## config.mk

```make
export PLATFORM = sky130hd
export DESIGN_NAME = ffla_array
export DESIGN_NICKNAME = d
export VERILOG_FILES = /design/src/rtl/ffla_pkg.sv /design/src/rtl/ffla_cfg_store.sv /design/src/rtl/ffla_cell.sv /design/src/rtl/ffla_tap.sv /design/src/rtl/ffla_array.sv
export SDC_FILE = /design/constraint.sdc
export NUM_CORES = 1
export LEC_CHECK = 0
export ABC_CLOCK_PERIOD_IN_PS = 16300
export BUFFER_PORTS_ARGS = -buffer_cell sky130_fd_sc_hd__buf_2
export CAP_MARGIN = 20
export CORE_MARGIN = 3
export CORE_UTILIZATION = 38
export CTS_CLUSTER_DIAMETER = 80
export DETAILED_ROUTE_END_ITERATION = 8
export GPL_TIMING_DRIVEN = 0
export SLEW_MARGIN = 10
export SYNTH_ARGS = -nofsm -noshare
export SYNTH_HDL_FRONTEND = slang
export SYNTH_SLANG_ARGS = --single-unit
export TNS_END_PERCENT = 20
```

## constraint.sdc

```tcl
create_clock -name clk_i -period 16.3 [get_ports clk_i]
set_input_delay 0.815 -clock clk_i [delete_from_list [all_inputs] [get_ports clk_i]]
set_output_delay 0.815 -clock clk_i [all_outputs]
set_load 0.01 [all_outputs]
```

## src/rtl/ffla_pkg.sv

```systemverilog
package ffla_pkg;

  typedef enum logic [1:0] {
    FN_AND  = 2'b00,
    FN_OR   = 2'b01,
    FN_NAND = 2'b10,
    FN_NOR  = 2'b11
  } fn_e;

  function automatic logic fn_eval(fn_e f, logic a, logic b);
    logic r;
    unique case (f)
      FN_AND:  r = a & b;
      FN_OR:   r = a | b;
      FN_NAND: r = ~(a & b);
      FN_NOR:  r = ~(a | b);
      default: r = 1'b0;
    endcase
    return r;
  endfunction

endpackage

```

## src/rtl/ffla_cfg_store.sv

```systemverilog
module ffla_cfg_store #(
  parameter int NUM_EVO   = 24,
  parameter int NUM_SLOTS = 30,
  parameter int CONN_W    = 8,
  parameter int NUM_FLT   = 27,
  parameter int SEL_W     = 5
) (
  input  logic                                clk_i,
  input  logic                                rst_ni,
  input  logic                                cfg_we_i,
  input  logic [SEL_W-1:0]                    cfg_sel_i,
  input  logic [1:0]                          cfg_func_i,
  input  logic [CONN_W-1:0]                   cfg_conn_i,
  input  logic                                flt_we_i,
  input  logic [NUM_FLT-1:0]                  flt_mask_i,
  input  logic                                load_i,
  output logic [NUM_EVO-1:0][1:0]             func_o,
  output logic [NUM_SLOTS-1:0][CONN_W-1:0]    conn_o,
  output logic [NUM_FLT-1:0]                  flt_o
);

  logic [NUM_EVO-1:0][1:0]          func_sh, func_q;
  logic [NUM_SLOTS-1:0][CONN_W-1:0] conn_sh, conn_q;
  logic [NUM_FLT-1:0]               flt_sh, flt_q;

  logic sel_conn_ok, sel_func_ok;
  assign sel_conn_ok = cfg_we_i && (int'(cfg_sel_i) < NUM_SLOTS);
  assign sel_func_ok = cfg_we_i && (int'(cfg_sel_i) < NUM_EVO);

  // shadow side
  always_ff @(posedge clk_i or negedge rst_ni) begin
    if (!rst_ni) begin
      func_sh <= '0;
      conn_sh <= '0;
      flt_sh  <= '0;
    end else begin
      if (sel_conn_ok) conn_sh[cfg_sel_i] <= cfg_conn_i;
      if (sel_func_ok) func_sh[cfg_sel_i] <= cfg_func_i;
      if (flt_we_i)    flt_sh             <= flt_mask_i;
    end
  end

  // active side: whole netlist swaps on one edge
  always_ff @(posedge clk_i or negedge rst_ni) begin
    if (!rst_ni) begin
      func_q <= '0;
      conn_q <= '0;
      flt_q  <= '0;
    end else if (load_i) begin
      func_q <= func_sh;
      conn_q <= conn_sh;
      flt_q  <= flt_sh;
    end
  end

  assign func_o = func_q;
  assign conn_o = conn_q;
  assign flt_o  = flt_q;

  p_load_copy_r6: assert property (@(posedge clk_i) disable iff (!rst_ni)
    load_i |=> (conn_q == $past(conn_sh)) && (func_q == $past(func_sh)) &&
               (flt_q == $past(flt_sh)));

  p_hold_active_r6: assert property (@(posedge clk_i) disable iff (!rst_ni)
    !load_i |=> $stable(conn_q) && $stable(func_q) && $stable(flt_q));

  p_bad_slot_r10: assert property (@(posedge clk_i) disable iff (!rst_ni)
    (cfg_we_i && (int'(cfg_sel_i) >= NUM_SLOTS)) |=> $stable(conn_sh) && $stable(func_sh));

endmodule

```

## src/rtl/ffla_cell.sv

```systemverilog
module ffla_cell
  import ffla_pkg::*;
#(
  parameter int CONN_W = 8
) (
  input  logic [CONN_W-1:0] src_i,
  input  logic [CONN_W-1:0] conn_i,
  input  fn_e               func_i,
  output logic              y_o
);

  localparam int IDX_W = (CONN_W > 1) ? $clog2(CONN_W) : 1;

  logic [IDX_W-1:0] lo_idx, hi_idx;
  logic             seen;

  // lowest set bit -> operand A, highest -> operand B
  always_comb begin
    lo_idx = '0;
    hi_idx = '0;
    seen   = 1'b0;
    for (int i = 0; i < CONN_W; i++) begin
      if (conn_i[i]) begin
        hi_idx = IDX_W'(i);
        if (!seen) begin
          lo_idx = IDX_W'(i);
          seen   = 1'b1;
        end
      end
    end
  end

  assign y_o = seen ? fn_eval(func_i, src_i[lo_idx], src_i[hi_idx]) : 1'b0;

endmodule

```

## src/rtl/ffla_tap.sv

```systemverilog
module ffla_tap #(
  parameter int CONN_W = 8
) (
  input  logic [CONN_W-1:0] sel_i,
  input  logic [CONN_W-1:0] bad_i,
  input  logic [CONN_W-1:0] src_i,
  output logic              y_o
);

  logic legal;
  assign legal = $onehot(sel_i);
  assign y_o   = legal && |(sel_i & ~bad_i & src_i);

endmodule

```

## src/rtl/ffla_array.sv

```systemverilog
module ffla_array
  import ffla_pkg::*;
#(
  parameter int N_IN  = 3,
  parameter int ROWS  = 8,
  parameter int COLS  = 3,
  parameter int N_OUT = 6,
  localparam int NUM_EVO   = ROWS * COLS,
  localparam int NUM_SLOTS = NUM_EVO + N_OUT,
  localparam int NUM_FLT   = N_IN + NUM_EVO,
  localparam int SEL_W     = $clog2(NUM_SLOTS)
) (
  input  logic               clk_i,
  input  logic               rst_ni,
  input  logic [N_IN-1:0]    pos_i,
  input  logic               cfg_we_i,
  input  logic [SEL_W-1:0]   cfg_sel_i,
  input  logic [1:0]         cfg_func_i,
  input  logic [ROWS-1:0]    cfg_conn_i,
  input  logic               flt_we_i,
  input  logic [NUM_FLT-1:0] flt_mask_i,
  input  logic               cfg_load_i,
  output logic [N_OUT-1:0]   sw_o
);

  logic [NUM_EVO-1:0][1:0]        act_func;
  logic [NUM_SLOTS-1:0][ROWS-1:0] act_conn;
  logic [NUM_FLT-1:0]             act_flt;

  ffla_cfg_store #(
    .NUM_EVO  (NUM_EVO),
    .NUM_SLOTS(NUM_SLOTS),
    .CONN_W   (ROWS),
    .NUM_FLT  (NUM_FLT),
    .SEL_W    (SEL_W)
  ) u_store (
    .clk_i     (clk_i),
    .rst_ni    (rst_ni),
    .cfg_we_i  (cfg_we_i),
    .cfg_sel_i (cfg_sel_i),
    .cfg_func_i(cfg_func_i),
    .cfg_conn_i(cfg_conn_i),
    .flt_we_i  (flt_we_i),
    .flt_mask_i(flt_mask_i),
    .load_i    (cfg_load_i),
    .func_o    (act_func),
    .conn_o    (act_conn),
    .flt_o     (act_flt)
  );

  // level 0 = input column, level c+1 = evolvable column c
  logic [COLS:0][ROWS-1:0] lvl_val;
  logic [COLS:0][ROWS-1:0] lvl_bad;

  // rows past the input count behave as permanently failed sources
  for (genvar r = 0; r < ROWS; r++) begin : g_in
    if (r < N_IN) begin : g_live
      assign lvl_val[0][r] = pos_i[r];
      assign lvl_bad[0][r] = act_flt[r];
    end else begin : g_pad
      assign lvl_val[0][r] = 1'b0;
      assign lvl_bad[0][r] = 1'b1;
    end
  end

  for (genvar c = 0; c < COLS; c++) begin : g_col
    for (genvar r = 0; r < ROWS; r++) begin : g_row
      localparam int SLOT = c * ROWS + r;
      logic            self_bad;
      logic [ROWS-1:0] eff_conn;

      assign self_bad = act_flt[N_IN + SLOT];
      assign eff_conn = self_bad ? '0 : (act_conn[SLOT] & ~lvl_bad[c]);
      assign lvl_bad[c+1][r] = self_bad;

      ffla_cell #(.CONN_W(ROWS)) u_cell (
        .src_i (lvl_val[c]),
        .conn_i(eff_conn),
        .func_i(fn_e'(act_func[SLOT])),
        .y_o   (lvl_val[c+1][r])
      );

      p_failed_cell_low_r7: assert property (@(posedge clk_i) disable iff (!rst_ni)
        self_bad |-> !lvl_val[c+1][r]);

      p_unconnected_low_r3: assert property (@(posedge clk_i) disable iff (!rst_ni)
        (eff_conn == '0) |-> !lvl_val[c+1][r]);
    end
  end

  for (genvar o = 0; o < N_OUT; o++) begin : g_out
    ffla_tap #(.CONN_W(ROWS)) u_tap (
      .sel_i(act_conn[NUM_EVO + o]),
      .bad_i(lvl_bad[COLS]),
      .src_i(lvl_val[COLS]),
      .y_o  (sw_o[o])
    );

    p_tap_onehot_r5: assert property (@(posedge clk_i) disable iff (!rst_ni)
      ($countones(act_conn[NUM_EVO + o]) != 1) |-> !sw_o[o]);

    p_tap_failed_src_r9: assert property (@(posedge clk_i) disable iff (!rst_ni)
      (|(act_conn[NUM_EVO + o] & lvl_bad[COLS])) |-> !sw_o[o]);
  end

endmodule

```

==> impl_metrics.csv <==
group,metric,value,unit
timing,tightest_slew,1.21,ns
job,drv_cap,0,
synthesis,ys.flop_type,"dfrtp_1",
finish,syn2layout_area_growth,13.3,%
synthesis,synth_top_family_by_area,"multiplexers",
synthesis,synth_compound_area_frac,0.137,
setup_path,crit_buf_inv,4,
floorplan,core_area,79400,um^2
timing,rsz0062_at_grt,"false",
synthesis,synth_common_cells,"dfrtp_1 (550), mux2_2 (530), nand2_1 (178)",
floorplan,start_util,0.385,
global_route,overflow,0,
pwr,power_leakage,14.9,nW
timing,report.final.slew_viol_count,0,
synthesis,async_flop_share,1.00,
synthesis,synth.distinct_cells,111,
clock_tree,clk_latency,0.65,ns
place,dp_hpwl,73600,um
setup_path,cp_top_family,"simple AND/OR/NAND/NOR gates",
timing,setup_tns,0,ns
floorplan,rows,103,
synthesis,synthesis.area,30600,um^2
timing,clock_skew,0.0172,ns
timing,setup_viol,0,
timing,hold_violations,0,
synthesis,ys_seq_area_frac,0.450,
clock_tree,cts_tree,"done",
timing,slew_headroom,0.189,
pwr,intPower,3.22,mW
setup_path,cp_slowest_stage_delay,0.90,ns
pwr,powerDensity,146,nW/um^2
finish,ff_latch_area,13800,um^2
synthesis,synth_xor_area_frac,0.000819,
synthesis,avgSynthCellArea,10.9,um^2
clock_tree,cts_resized,0,
clock_tree,cts_hold_buffers,0,
route,highest_layer,"met5",
status,outcome,"completed",
finish,multi_input_area,16000,um^2
route,first_pass_iters,6,
clock_tree,clock_sink_count,550,
synthesis,synthMuxAreaShare,0.203,
setup_path,startpoint_type,"register",
timing,period_share,0.558,
timing,fmax,0.110,GHz
route,met3_length,7620,um
pwr,p_switching,1.84,mW
pwr,vdd_drop_max,0.0862,mV
clock_tree,cts_made_buffers,59,
timing,finalCriticalPeriod,9.10,ns
synthesis,synth_most_common_cell,"dfrtp_1",
route,viasPerCell,5.91,
synthesis,ys_seq_elements,550,
floorplan,fp.dieW,290,um
finish,fillers,7604,
route,vias,23900,
global_route,antenna_found_initial,11,
synthesis,synth_adder_area_share,0.0319,
pwr,seqPwrFrac,0.367,
route,drc_errors,0,
timing,fin_ws,7.20,ns
place,post-place-ws,7.61,ns
global_route,grt_pass1_wl,150000,um
pwr,pwr-share-comb,0.345,
route,met2_length,42600,um
synthesis,yosysWarnings,0,
synthesis,synth_top_area_cell,"dfrtp_1",
clock_tree,path_clk_slew,0.06,ns
route,met1_length,46100,um
hold_path,hold_path.class,"primary input to asynchronous set/reset pin",
setup_path,crit_chain,"clkbuf_1 > nand2b_1 > a21oi_1 > or4_4 > a31o_2 > nor3_2 > a32oi_1 > nand4_1 > a31oi_1 > o21ba_2 > clkbuf_1 > nor2_1 > o32ai_1 > or4_4 > a211oi_1 > a221o_1 > a221o_1 > a211oi_1 > a31oi_1 > buf_4 > buf_2",
synthesis,syn_nets,2914,
clock_tree,cts_setup_buffers,0,
global_route,grt_max_degree,112,
global_route,grt_pass1_vias,22900,
route,wl,100000,um
synthesis,synth_edf_count,0,
setup_path,critPathKind,"register to output pin",
synthesis,synth_area_leaders,"dfrtp_1 (45%), mux2_2 (20%), nand2b_1 (2.6%), nand2_1 (2.2%), a21oi_1 (2.1%)",
floorplan,die_area,83900,um^2
floorplan,die_h,290,um
setup_path,crit_slowest_cell,"a211oi_1",
finish,layout-drive-gt1-share,0.266,
synthesis,synth-simple-area-share,0.150,
synthesis,syn_inst,2804,
clock_tree,clock-root-buffer,"clkbuf_16",
route,drt_iter0_markers,2759,
setup_path,arrival,8.29,ns
route,wire_per_inst,24.9,um
place,place_congestion,0.957,
synthesis,netlist.area_leader.share,0.450,
clock_tree,cts_buffer_depth,3,
setup_path,crit_path_end_kind,"output pin",
clock_tree,h-tree-depth,2,
pwr,swShare,0.363,
global_route,track_usage,0.239,
pwr,power_frac_clock,0.288,
setup_path,critPathMaxFanout,10,
finish,fin_nets,3044,
setup_path,crit_required,15.49,ns
floorplan,io_pins,56,
route,postRouteAntennaNets,0,
place,port_buffers,46,
## flip-flops by register name, indices dropped and copies added (netlist names)
| signal | count |
|---|---|
| u_store.func_o | 48 |
| u_store.func_sh | 48 |
| u_store.conn_sh | 200 |
| u_store.flt_o | 27 |
| u_store.flt_sh | 27 |
| u_store.conn_o | 200 |
## metal layers
| layer | GRT usage | vias up |
|---|---|---|
| li1 | - | 10700 |
| met1 | 0.347 | 12000 |
| met2 | 0.353 | 956 |
| met3 | 0.0455 | 197 |
| met4 | 0.0890 | 10 |
| met5 | 0 | - |
## path summary, 6_finish.rpt
| kind | startpoint | endpoint | slack [ns] | depth (start not counted) |
|---|---|---|---|---|
| min in group clk_i | flt_mask_i[9] | u_store.flt_sh[9] | 0.39 | 2 |
| min reg2reg | u_store.func_sh[15] | u_store.func_o[15] | 0.48 | 2 |
| max in group asynchronous | rst_ni | u_store.conn_o[158] | 14.90 | 3 |
| min | rst_ni | u_store.conn_sh[163] | 0.03 | 1 |
| max | u_store.flt_o[0] | sw_o[3] | 7.20 | 21 |
| max reg2reg | u_store.flt_o[11] | u_store.flt_o[11] | 14.37 | 4 |
## metrics by stage
stage	hold slack, ns	std cells	util	total power, mW	area (um^2)
finish	0.0311	4037	0.436	5.06	34600
global route	0.0297	4033	0.436	5.34	34600
CTS	0.0176	4028	0.435	5.05	34600
detailed placement	0.468	3918	0.409	3.58	32400
global placement	0.461	3900	0.404	3.54	32100
floorplan	0.448	2804	-	3.02	30600
## worst reg2reg max path: stages, from the launching register on
cell	delay, ns
dfrtp_1	0.39
clkbuf_1	0.35
inv_1	0.16
clkbuf_1	0.68
o21ai_0	0.19
## cell type report
type,instances,area share
Multi-Input combinational cell,2047,0.462
Sequential cell,550,0.398
Clock buffer,79,0.0486
Tap cell,1050,0.0379
Timing Repair Buffer,69,0.0170
Buffer,130,0.0159
Clock inverter,31,0.0129
Inverter,77,0.00835
Antenna cell,4,0.000289
## placed cells by master (no fill, tap or decap), drive strengths merged, types with 18 or more instances in the layout
| cell | n |
|---|---|
| dfrtp | 550 |
| mux2 | 530 |
| clkbuf | 184 |
| nand2 | 178 |
| nor2 | 149 |
| a21oi | 129 |
| nand2b | 127 |
| o21ai | 95 |
| buf | 94 |
| inv | 79 |
| nor2b | 75 |
| nor3 | 74 |
| nand3 | 46 |
| ha | 36 |
| a211oi | 30 |
| a31oi | 28 |
| or3 | 26 |
| and2 | 25 |
| nor4 | 25 |
| and3 | 24 |
| fa | 24 |
| a21o | 23 |
| mux2i | 22 |
| nand4 | 21 |
| a22oi | 20 |
| nor3b | 20 |
| o211ai | 18 |
## power by group through the flow
stage	combinational [mW]	sequential, mW	clock [mW]
6_report	1.74	1.86	1.46
3_3_place_gp	1.68	1.87	0
3_5_place_dp	1.70	1.87	0
5_1_grt	1.91	1.89	1.54
4_1_cts	1.72	1.85	1.49
2_1_floorplan	1.24	1.78	0
## kinds of logic after synthesis
group,after synthesis
AO/OA/AOI/OAI,579
XOR/XNOR,2
adder cells (fa/ha/maj),64
buffers and inverters,207
flip-flops,550
multiplexers,552
AND/OR/NAND/NOR,850
No activity file was read; power rests on OpenSTA's default activity.
